<file path="src/rtl/fcenc_pkg.sv">
// Package: shared parameters and the unrolled parity update for the encoder.
// Assumes the message enters the divider LSB-first within a word (bit 0 sent first).
package fcenc_pkg;
    localparam int PAY_W   = 64;
    localparam int WORD_W  = PAY_W + 1;
    localparam int BLK_W   = PAY_W + 2;
    localparam int PAR_W   = 32;
    localparam logic [PAR_W-1:0] GEN_POLY = 32'h00A0_0805;

    // Feed one WORD_W word through the divider, one bit per step, bit 0 first.
    function automatic logic [PAR_W-1:0] par_step(input logic [PAR_W-1:0] rem,
                                                  input logic [WORD_W-1:0] w);
        logic [PAR_W-1:0] r;
        logic fb;
        r = rem;
        for (int i = 0; i < WORD_W; i++) begin
            fb = w[i] ^ r[PAR_W-1];
            r  = {r[PAR_W-2:0], 1'b0} ^ (fb ? GEN_POLY : '0);
        end
        return r;
    endfunction
endpackage

</file>
<file path="src/rtl/fcenc_transcode.sv">
// Transcoder: drops sync bit S0 and forms the transcode bit from S1 and D8.
// Assumes in_blk[1:0] = {S1,S0} and in_blk[65:2] = D63..D0.
module fcenc_transcode #(
    parameter int PAY_W = 64,
    parameter int TAP   = 8,
    localparam int BLK_W  = PAY_W + 2,
    localparam int WORD_W = PAY_W + 1
) (
    input  logic [BLK_W-1:1]  blk_hi,
    output logic [WORD_W-1:0] word
);
    // Combine the kept header bit with the balancing payload tap.
    always_comb begin
        word = {blk_hi[BLK_W-1:2], blk_hi[1] ^ blk_hi[TAP+2]};
    end
endmodule

</file>
<file path="src/rtl/fcenc_parity_lfsr.sv">
// Parity register: accumulates the cyclic-code remainder over a block.
// Assumes adv and clr are never high together; clr ends the parity cycle.
module fcenc_parity_lfsr
    import fcenc_pkg::*;
(
    input  logic              clk,
    input  logic              rst_n,
    input  logic              adv,
    input  logic              clr,
    input  logic [WORD_W-1:0] word,
    output logic [PAR_W-1:0]  parity
);
    logic [PAR_W-1:0] rem;

    // Update the remainder by one word, clear at block end, else hold.
    always_ff @(posedge clk) begin
        if (!rst_n || clr) rem <= '0;
        else if (adv)      rem <= par_step(rem, word);
    end

    // Highest-degree coefficient is transmitted first (bit 0).
    genvar g;
    generate
        for (g = 0; g < PAR_W; g++) begin : g_rev
            assign parity[g] = rem[PAR_W-1-g];
        end
    endgenerate

    AST_HOLD_IDLE: assert property (@(posedge clk) disable iff (!rst_n)
        (!adv && !clr) |=> $stable(rem));
endmodule

</file>
<file path="src/rtl/fcenc_framer.sv">
// Framer: counts message words and inserts the one-cycle parity slot.
// Assumes the downstream always takes output (no output backpressure).
module fcenc_framer #(
    parameter int WORDS = 32,
    localparam int CNT_W = $clog2(WORDS)
) (
    input  logic clk,
    input  logic rst_n,
    input  logic in_valid,
    output logic in_ready,
    output logic accept,
    output logic first,
    output logic par_slot
);
    logic [CNT_W-1:0] cnt;

    assign in_ready = !par_slot;
    assign accept   = in_valid && in_ready;
    assign first    = (cnt == '0);

    // Advance the word count per accepted block; arm the parity slot after the last.
    always_ff @(posedge clk) begin
        if (!rst_n) begin
            cnt      <= '0;
            par_slot <= 1'b0;
        end else if (par_slot) begin
            par_slot <= 1'b0;
        end else if (accept) begin
            if (cnt == CNT_W'(WORDS-1)) begin
                cnt      <= '0;
                par_slot <= 1'b1;
            end else begin
                cnt <= cnt + 1'b1;
            end
        end
    end

    AST_SLOT_ONE_CYCLE: assert property (@(posedge clk) disable iff (!rst_n)
        par_slot |=> !par_slot);
endmodule

</file>
<file path="src/rtl/fcode_tx_encoder.sv">
// Top: transcode + systematic parity encoder producing 2112-bit code blocks.
// Assumes a 64B/66B block stream in; emits 32 message words then one parity word.
module fcode_tx_encoder
    import fcenc_pkg::*;
#(
    parameter int WORDS = 32,
    parameter int TAP   = 8
) (
    input  logic              clk,
    input  logic              rst_n,
    input  logic              in_valid,
    output logic              in_ready,
    input  logic [65:0]       in_blk,
    output logic              out_valid,
    output logic [64:0]       out_data,
    output logic              out_sof,
    output logic              out_is_parity
);
    logic              accept, first, par_slot;
    logic [WORD_W-1:0] tword;
    logic [PAR_W-1:0]  parity;
    logic              unused_s0;

    assign unused_s0 = in_blk[0];

    fcenc_framer #(.WORDS(WORDS)) u_frm (
        .clk(clk), .rst_n(rst_n), .in_valid(in_valid), .in_ready(in_ready),
        .accept(accept), .first(first), .par_slot(par_slot)
    );

    fcenc_transcode #(.PAY_W(PAY_W), .TAP(TAP)) u_tc (
        .blk_hi(in_blk[BLK_W-1:1]), .word(tword)
    );

    fcenc_parity_lfsr u_par (
        .clk(clk), .rst_n(rst_n), .adv(accept), .clr(par_slot),
        .word(tword), .parity(parity)
    );

    // Register the outgoing word: message word on accept, parity in the slot.
    always_ff @(posedge clk) begin
        if (!rst_n) begin
            out_valid     <= 1'b0;
            out_sof       <= 1'b0;
            out_is_parity <= 1'b0;
            out_data      <= '0;
        end else begin
            out_valid     <= accept || par_slot;
            out_sof       <= accept && first;
            out_is_parity <= par_slot;
            out_data      <= par_slot ? {{(WORD_W-PAR_W){1'b0}}, parity} : tword;
        end
    end

    AST_PAYLOAD_PASS: assert property (@(posedge clk) disable iff (!rst_n)
        (out_valid && !out_is_parity) |-> out_data[64:1] == $past(in_blk[65:2]));
    AST_PARITY_STALLS_INPUT: assert property (@(posedge clk) disable iff (!rst_n)
        out_is_parity |-> ($past(!in_ready) && out_valid));
    AST_NO_SOF_ON_PARITY: assert property (@(posedge clk) disable iff (!rst_n)
        out_is_parity |-> !out_sof);
    AST_PARITY_UPPER_ZERO: assert property (@(posedge clk) disable iff (!rst_n)
        out_is_parity |-> out_data[64:32] == '0);
endmodule

</file>
<file path="config.mk">
export PLATFORM = sky130hd
export DESIGN_NAME = fcode_tx_encoder
export DESIGN_NICKNAME = d
export VERILOG_FILES = /design/src/rtl/fcenc_pkg.sv /design/src/rtl/fcenc_transcode.sv /design/src/rtl/fcenc_parity_lfsr.sv /design/src/rtl/fcenc_framer.sv /design/src/rtl/fcode_tx_encoder.sv
export SDC_FILE = /design/constraint.sdc
export NUM_CORES = 1
export LEC_CHECK = 0
export BUFFER_PORTS_ARGS = -buffer_cell sky130_fd_sc_hd__buf_2
export CAP_MARGIN = 20
export CORE_MARGIN = 8
export CORE_UTILIZATION = 59
export CTS_CLUSTER_SIZE = 16
export DETAILED_ROUTE_END_ITERATION = 16
export HOLD_SLACK_MARGIN = 0.12
export PLACE_DENSITY = 0.92
export SLEW_MARGIN = 20
export SYNTH_ARGS = -nofsm -noshare
export SYNTH_HDL_FRONTEND = slang
export SYNTH_SLANG_ARGS = --single-unit
</file>
<file path="constraint.sdc">
create_clock -name clk -period 4.8 [get_ports clk]
set_input_delay 0.96 -clock clk [delete_from_list [all_inputs] [get_ports clk]]
set_output_delay 0.96 -clock clk [all_outputs]
set_load 0.05 [all_outputs]
</file>
After elaboration in Yosys (flattened, before gate mapping)
Index checks and enable logic that the tools add are counted.
W data, S select, Z words.
{"block": "totals", "register_bits": 106, "in_bits": 69, "output_inout_bits": 69, "wordCells": 222}
{"block": "classes", "n_addsub": 1, "eq_ne": 1, "muxes": 68, "n_bitwise": 134, "n_reduce_logical": 10}
{"cell": "$xor A32 B32 Y32", "count": 65}
{"cell": "$mux W24", "count": 65}
{"cell": "$xor A1 B1 Y1", "count": 66}
{"cell": "$mux W32", "count": 1}
{"cell": "$add A5 B1 Y5 const B", "count": 1}
{"cell": "$eq A5 B5 Y1 const B", "count": 1}
{"cell": "$logic_not A5 Y1", "count": 1}
{"cell": "$mux W5", "count": 1}
{"cell": "$not A1 Y1", "count": 3}
{"cell": "$reduce_or A3 Y1", "count": 1}
{"cell": "$logic_and A1 B1 Y1", "count": 2}
{"cell": "$logic_not A1 Y1", "count": 2}
{"cell": "$logic_or A1 B1 Y1", "count": 2}
{"cell": "$reduce_and A2 Y1", "count": 1}
{"cell": "$reduce_or A2 Y1", "count": 1}
{"cell": "$mux W1", "count": 1}

Longest topological paths before layout
Gate-level depths: netlist (run 1).
{"block": "depth", "word_depth": 196, "mapped_depth": 8, "ltp_nobuf": 8}

By module
Synthesis (run 1) repeated with hierarchy kept, for this count alone.
{"block": "unflattened", "cells_unflattened": 587, "area_unflattened_um2": 6453.7}
{"module": "fcenc_parity_lfsr", "n_inst": 1, "cells_each": 307, "area_per_inst_um2": 3424.5, "seq_area_each_um2": 640.6}
{"module": "fcode_tx_encoder", "n_inst": 1, "cells_each": 179, "area_per_inst_um2": 2215.9, "seq_area_each_um2": 1361.3}
{"module": "fcenc_transcode", "n_inst": 1, "cells_each": 65, "area_per_inst_um2": 489.2, "seq_area_each_um2": 0.0}
{"module": "fcenc_framer", "n_inst": 1, "cells_each": 36, "area_per_inst_um2": 324.1, "seq_area_each_um2": 120.1}

Least setup slack after synthesis (run 1)
No wires, ideal clock.
{"block": "synth_path", "path_type": "input to register", "from": "input port in_blk[29]", "to": "register u_par.rem[21]", "setup_ns": 0.133, "arrival_ns": 3.309, "required_ns": 4.667, "slack_ns": 1.358, "stages": 8, "n_path_buf": 0, "cell_sequence": "xnor2_1 -> xnor3_1 -> xnor3_1 -> xnor3_1 -> xnor3_1 -> xnor2_1 -> xor2_1 -> a21oi_1"}
{"block": "synth_via", "elab_chain_cells": 47}
{"item": "start, declared", "line": "fcode_tx_encoder.sv:13", "source": "input logic [65:0] in_blk,"}
{"item": "$xor A1 B1 Y1", "line": "fcenc_pkg.sv:17", "source": "fb = w[i] ^ r[PAR_W-1];"}
{"item": "$mux W24", "line": "fcenc_pkg.sv:18", "source": "r = {r[PAR_W-2:0], 1'b0} ^ (fb ? GEN_POLY : '0);"}
{"item": "$xor A32 B32 Y32 (9 in a row)", "line": "fcenc_pkg.sv:18"}
{"item": "$xor A1 B1 Y1", "line": "fcenc_pkg.sv:17"}
{"item": "$mux W24", "line": "fcenc_pkg.sv:18"}
{"item": "$xor A32 B32 Y32 (9 in a row)", "line": "fcenc_pkg.sv:18"}
{"item": "$xor A1 B1 Y1", "line": "fcenc_pkg.sv:17"}
{"item": "$mux W24", "line": "fcenc_pkg.sv:18"}
{"item": "$xor A32 B32 Y32 (9 in a row)", "line": "fcenc_pkg.sv:18"}
{"item": "$xor A1 B1 Y1", "line": "fcenc_pkg.sv:17"}
{"item": "$mux W24", "line": "fcenc_pkg.sv:18"}
{"item": "$xor A32 B32 Y32 (9 in a row)", "line": "fcenc_pkg.sv:18"}
{"item": "$xor A1 B1 Y1", "line": "fcenc_pkg.sv:17"}
{"item": "$mux W24", "line": "fcenc_pkg.sv:18"}
{"item": "$xor A32 B32 Y32", "line": "fcenc_pkg.sv:18"}
{"item": "end signal, assigned", "line": "fcenc_parity_lfsr.sv:18", "source": "else if (adv) rem <= par_step(rem, word);"}
{"item": "end, declared", "line": "fcenc_parity_lfsr.sv:13", "source": "logic [PAR_W-1:0] rem;"}
No other way between the ends.
A chain may end at the register's enable or synchronous reset.

Final worst setup path (run 1)
Same ends and word-level chain as after synthesis.

==> results of run 1 <==
[state kept, by name, indices dropped and copies added, names as in the netlist]
name	cells
out_valid	1
u_frm.cnt	5
out_sof	1
u_par.rem	32
out_data	65
out_is_parity	1
u_frm.par_slot	1
[layout make-up]
class | count | area share [%]
repair buffers | 143 | 10.5
well taps | 133 | 2.39
clock inverters | 4 | 0.737
clock buffers | 12 | 2.09
inverters | 5 | 0.270
flip-flops and latches | 106 | 30.5
multi-input cells | 388 | 53.5
[layer usage]
layer  vias up  global-route usage, %
li1       1992                      -
met1      1946                   27.4
met2       111                   38.8
met3        17                   4.14
met4         0                   7.35
met5         -                      0
[critical path, stage by stage]
cell and delay (ns):
buf_2 0.11, xnor2_1 0.41, xnor3_1 0.47, xnor3_1 0.44, xnor3_1 0.47, xnor3_1 0.43, xnor2_1 0.32, xor2_1 0.18
a21oi_1 0.08
[through the flow]
| step | worst slack [ns] | instance area (um^2) | cells | util, % | hold WS [ns] |
|---|---|---|---|---|---|
| after global routing | 1.07 | 6960 | 791 | 71.2 | 0.526 |
| after CTS | 1.17 | 6960 | 791 | 71.2 | 0.503 |
| after global placement | 0.783 | 6760 | 775 | 69.2 | 0.475 |
| after detailed placement | 0.793 | 6760 | 775 | 69.2 | 0.489 |
| after floorplan | 1.36 | 5940 | 521 | - | 0.423 |
| final | 1.19 | 6960 | 791 | 71.2 | 0.517 |
[cell families after synthesis]
kind of cell | Yosys count | synth area share (%)
xor+xnor | 186 | 40.0
simple gates | 118 | 11.0
flops | 106 | 35.7
compound gates | 45 | 4.93
mux | 36 | 6.06
buf+inv | 27 | 1.71
fa+ha+maj | 3 | 0.632
[layout by cell type (no fill, tap or decap), drive strengths merged, types with 8 or more instances in the layout]
cell type	instances
mux2i	36
dfxtp	106
clkbuf	12
a211oi	16
xor2	37
nor2b	34
buf	143
nand2	11
nor2	23
and2	36
o21ai	10
xnor2	100
a21oi	8
xnor3	42
[final timing paths]
path	end	slack, ns
worst min-delay path	u_frm.cnt[4]	0.52
worst max register to register	u_par.rem[24]	1.51
worst max-delay path	u_par.rem[21]	1.19
worst min register to register	u_frm.cnt[4]	0.52
==> flow_summary_export.csv, run 1 <==
group,metric,value,unit
clock_tree,clkLatencyLatePin,0.37,ns
logic_synthesis,yosysUniqueCellTypes,33,
setup_path,crit_path_start_kind,"primary input",
clock_tree,cts_tree,"done",
clock_tree,cts_resized,0,
logic_synthesis,synth_edf_count,0,
clock_tree,cts_setup_buffers,0,
detailed_routing,drtAntennaViolNets,0,
logic_synthesis,yosysTopAreaCellShare,35.7,%
clock_tree,h-tree-depth,3,
clock_tree,cts.sinks,106,
logic_synthesis,synth_nets,593,
cells_and_area,seqCellArea,0.00212,mm^2
die,dieArea,0.0135,mm^2
sta,worst_pin_slew,0.817,ns
global_routing,antenna_found_initial,0,
placed_design,portBuffers,136,
setup_path,critPathKind,"primary input to flip-flop",
sta,fmax,277,MHz
clock_tree,cts_buffers,9,
die,die_h,116,um
logic_synthesis,yosys_warnings,0,
clock_tree,cts_root_buf,"clkbuf_8",
sta,hold_violations,0,
die,die_w,116,um
logic_synthesis,yosys.area.top_type,"dfxtp_1",
detailed_routing,drc,0,
hold_path,hold_depth,2,
sta,timing.final.max_slew_violations,0,
global_routing,grtUsageTotal,22.4,%
sta,finalCritPeriodShare,75.2,%
setup_path,regToRegStartpoint,"u_par.rem[31]",
placed_design,dp_hpwl,12000,um
logic_synthesis,async_reset_ff_share,0,%
clock_tree,cts_buffer_depth,2,
sta,setup_tns,0,ns
setup_path,crit_fanout,3,
cells_and_area,drive_gt1_share,26.0,%
sta,setup_violations,0,
status,status,"completed",
logic_synthesis,synth_seq_cells,106,
logic_synthesis,syn_inst,521,
detailed_routing,routed.top_layer,"met4",
hold_path,hold_path_class,"flip-flop to flip-flop",
setup_path,worstSetupEndpointType,"flip-flop",
setup_path,worst_r2r_path_depth,8,
die,fp-row-count,36,
logic_synthesis,synth_seq_area_share,35.7,%
logic_synthesis,synth_area,0.00594,mm^2
die,core,0.00977,mm^2
logic_synthesis,avgSynthCellArea,11.4,um^2
sta,grt_setup_unrepaired,"no",
die,initial_core_util,60.8,%
placed_design,gp_congestion,0.868,
detailed_routing,wirelength_met1,6220,um
clock_tree,cts.clk_slew.worst_paths,0.10,ns
hold_path,min_from,"u_frm.cnt[4]",
detailed_routing,wl_met2,7500,um
logic_synthesis,synth-main-ff-cell,"dfxtp_1",
cells_and_area,multiInputGateArea,0.00372,mm^2
setup_path,cp.required,5.05,ns
logic_synthesis,synth_area_leaders,"dfxtp_1 36%, xnor3_1 15%, xnor2_1 14%, mux2i_1 6.1%, xor2_1 5.3%",
detailed_routing,drtIter0Drc,239,
detailed_routing,wl_per_cell,18.7,um
cells_and_area,area_growth,17.1,%
global_routing,grt_pass1_vias,4392,
setup_path,cp-startpoint,"in_blk[29]",
sta,skew,0.0119,ns
sta,min_period,3.61,ns
logic_synthesis,synth.most_common_cell,"dfxtp_1",
cells_and_area,nets,725,
global_routing,grt_max_degree,42,
global_routing,overflow,0,
cells_and_area,nFillCells,741,
die,io_pins,138,
logic_synthesis,synthTopCellsByCount,"106 x dfxtp_1, 93 x xnor2_1, 39 x xnor3_1",
detailed_routing,wl_met3,800,um
detailed_routing,drt-pass1-iter-count,5,
sta,max_slew_margin,45.4,%
global_routing,grt_pass1_wl,22900,um
setup_path,cp.arrival,3.86,ns
cells_and_area,diodes,0,
detailed_routing,vias,4066,
detailed_routing,wl,14800,um
flow_run,drv_cap,0,
detailed_routing,via_per_inst,5.14,
clock_tree,postCtsHoldBufs,0,
Power of run 1 is left out: the tool's default activity adds up to more than one toggle a clock period on the data nets, which glitch-free logic cannot reach.
==> run 2, diff against run 1 <==
--- a/config.mk
+++ b/config.mk
@@ -8,11 +8,11 @@
 export BUFFER_PORTS_ARGS = -buffer_cell sky130_fd_sc_hd__buf_2
 export CAP_MARGIN = 20
 export CORE_MARGIN = 8
-export CORE_UTILIZATION = 59
+export CORE_UTILIZATION = 49
 export CTS_CLUSTER_SIZE = 16
 export DETAILED_ROUTE_END_ITERATION = 16
 export HOLD_SLACK_MARGIN = 0.12
-export PLACE_DENSITY = 0.92
+export PLACE_DENSITY = 0.83
 export SLEW_MARGIN = 20
 export SYNTH_ARGS = -nofsm -noshare
 export SYNTH_HDL_FRONTEND = slang
==> constraint.sdc (replaced) <==
create_clock -name clk -period 3.1 [get_ports clk]
set_input_delay 0.62 -clock clk [delete_from_list [all_inputs] [get_ports clk]]
set_output_delay 0.62 -clock clk [all_outputs]
set_load 0.05 [all_outputs]
==> run 2 against run 1 <==
Clock skew down 0.0055 ns. Non-clock buffer count up 90. Critical endpoint is now u_par.rem[24]. Global-route usage down 1.7 points. Register-to-register slack worse by 1.4 ns.
==> flow_summary_export.csv, run 2 (synthesis results as in run 1) <==
group,metric,value,unit
detailed_routing,wl,16300,um
clock_tree,postCtsHoldBufs,0,
clock_tree,cts_tree,"done",
hold_path,min_from,"u_frm.cnt[4]",
setup_path,cp.required,3.31,ns
global_routing,grt_max_degree,60,
cells_and_area,drive_gt1_share,36.4,%
setup_path,worstPathCellList,"buf_2 > buf_4 > xnor2_1 > buf_4 > xnor2_1 > xnor3_1 > xnor3_2 > xnor2_2 > xor3_2 > xor3_1 > a21oi_1",
global_routing,grt_pass1_wl,25400,um
sta,setup_violations,0,
detailed_routing,vias,4389,
die,dieArea,0.0159,mm^2
placed_design,gp_congestion,0.896,
global_routing,overflow,0,
clock_tree,cts_buffer_depth,2,
cells_and_area,final_area,0.00786,mm^2
sta,skew,0.00637,ns
clock_tree,h-tree-depth,3,
cells_and_area,nets,815,
placed_design,portBuffers,136,
setup_path,cp.arrival,3.26,ns
hold_path,hold-path-endpoint,"out_sof",
setup_path,cp.depth,11,
placed_design,place_area,0.00746,mm^2
die,core,0.0119,mm^2
die,die_h,126,um
sta,min_period,3.05,ns
detailed_routing,drc,0,
sta,setup_tns,0,ns
setup_path,crit_family,"XOR/XNOR gates",
cells_and_area,diodes,0,
sta,grt_setup_unrepaired,"no",
detailed_routing,wl_per_cell,18.2,um
sta,max_slew_margin,38.6,%
clock_tree,clkLatencyLatePin,0.35,ns
die,fp-row-count,40,
global_routing,grtUsageTotal,20.7,%
global_routing,antenna_found_initial,0,
sta,timing.final.max_slew_violations,0,
status,status,"completed",
setup_path,crit_path_start_kind,"primary input",
sta,hold_violations,0,
cells_and_area,final_common_cell,"buf_2",
setup_path,worstSetupEndpointType,"flip-flop",
clock_tree,cts.sinks,106,
cells_and_area,reg_top3,"out_data x65, u_par.rem x32, u_frm.cnt x5",
setup_path,worst_r2r_path_depth,10,
die,initial_core_util,49.9,%
hold_path,hold_path_class,"flip-flop to flip-flop",
clock_tree,cts_buffers,9,
flow_run,drv_cap,0,
detailed_routing,drtIter0Drc,226,
setup_path,cpPeakStageDelay,0.51,ns
setup_path,regToRegStartpoint,"u_par.rem[24]",
setup_path,critPathBufInv,3,
placed_design,dp_hpwl,13200,um
cells_and_area,mostFrequentLayoutCells,"136 x buf_2, 105 x dfxtp_1, 97 x buf_4, 87 x xnor2_1, 37 x xnor3_1",
setup_path,rr_endpoint,"u_par.rem[24]",
sta,fmax,328,MHz
cells_and_area,nFillCells,973,
cells_and_area,regMostFlops,"out_data",
global_routing,grt_pass1_vias,4693,
die,die_w,126,um
cells_and_area,largest_reg_flops,65,
setup_path,critPathKind,"primary input to flip-flop",
die,io_pins,138,
setup_path,r2r_setup_slack,0.09,ns
sta,finalCritPeriodShare,98.4,%
detailed_routing,via_per_inst,4.90,
setup_path,crit_fanout,4,
cells_and_area,area_growth,32.3,%
detailed_routing,drtAntennaViolNets,0,
detailed_routing,drt-pass1-iter-count,4,
setup_path,slowest_stage,"xor3_2",
clock_tree,cts.clk_slew.worst_paths,0.07,ns
clock_tree,cts_root_buf,"clkbuf_16",
hold_path,hold_depth,1,
sta,worst_pin_slew,0.918,ns
## run 2: changes by cell type in the layout (fill, tap and decap cells not counted), sizes merged
cell	before	now
buf	143	233
bufinv	1	2
clkinvlp	1	0
## run 2: worst max path at each step
stage                       start            end  slack [ns]
global placement        in_blk[8]   u_par.rem[9]       -0.34
global route            in_blk[6]  u_par.rem[26]       0.004
finish                  in_blk[8]  u_par.rem[24]        0.05
detailed placement      in_blk[8]  u_par.rem[21]       -0.38
CTS                 u_par.rem[24]   u_par.rem[9]        0.04
floorplan               in_blk[4]  u_par.rem[24]        0.01
## run 2: per-stage QoR
step	setup slack [ns]	utilization, %	hold WS, ns	instances
floorplan	0.0127	-	0.423	521
global route	0.00355	66.0	0.484	895
detailed placement	-0.376	62.6	0.469	878
finish	0.0502	66.0	0.472	895
CTS	0.0421	65.4	0.470	894
global placement	-0.344	62.6	0.443	878
## run 2: final cells by class
type	instances	area [um^2]	area share, %
multi-input combinational	388	3800	48.3
clock inverter	4	73.8	0.939
sequential	106	2120	27.0
inverter	5	18.8	0.239
clock buffer	12	256	3.26
timing repair buffer	233	1410	17.9
tap	147	184	2.34
## run 2: worst register-to-register path, stage by stage (launching register included)
cell,delay (ns)
dfxtp_1,0.34
buf_4,0.15
xnor2_1,0.13
buf_4,0.16
xnor2_1,0.30
xnor3_1,0.35
xnor3_2,0.45
xnor2_2,0.19
xor3_2,0.51
xor3_1,0.23
a21oi_1,0.07
## run 2: routing by layer
layer | share of wire [%] | track usage, %
met1 | 43 | 24.4
met4 | 1.7 | 6.09
met5 | 0 | 0
met2 | 49 | 35.6
met3 | 5.6 | 6.20
## run 2: repair_timing
| action | 4_1_cts | 5_1_grt |
|---|---|---|
| pin swaps | 0 | 3 |
| gates resized for setup | 1 | 9 |
| gates cloned | 0 | 0 |
| endpoints found under the setup margin | 4 | 10 |
| buffers inserted | 0 | 1 |
Power of run 2 is left out for the same reason.
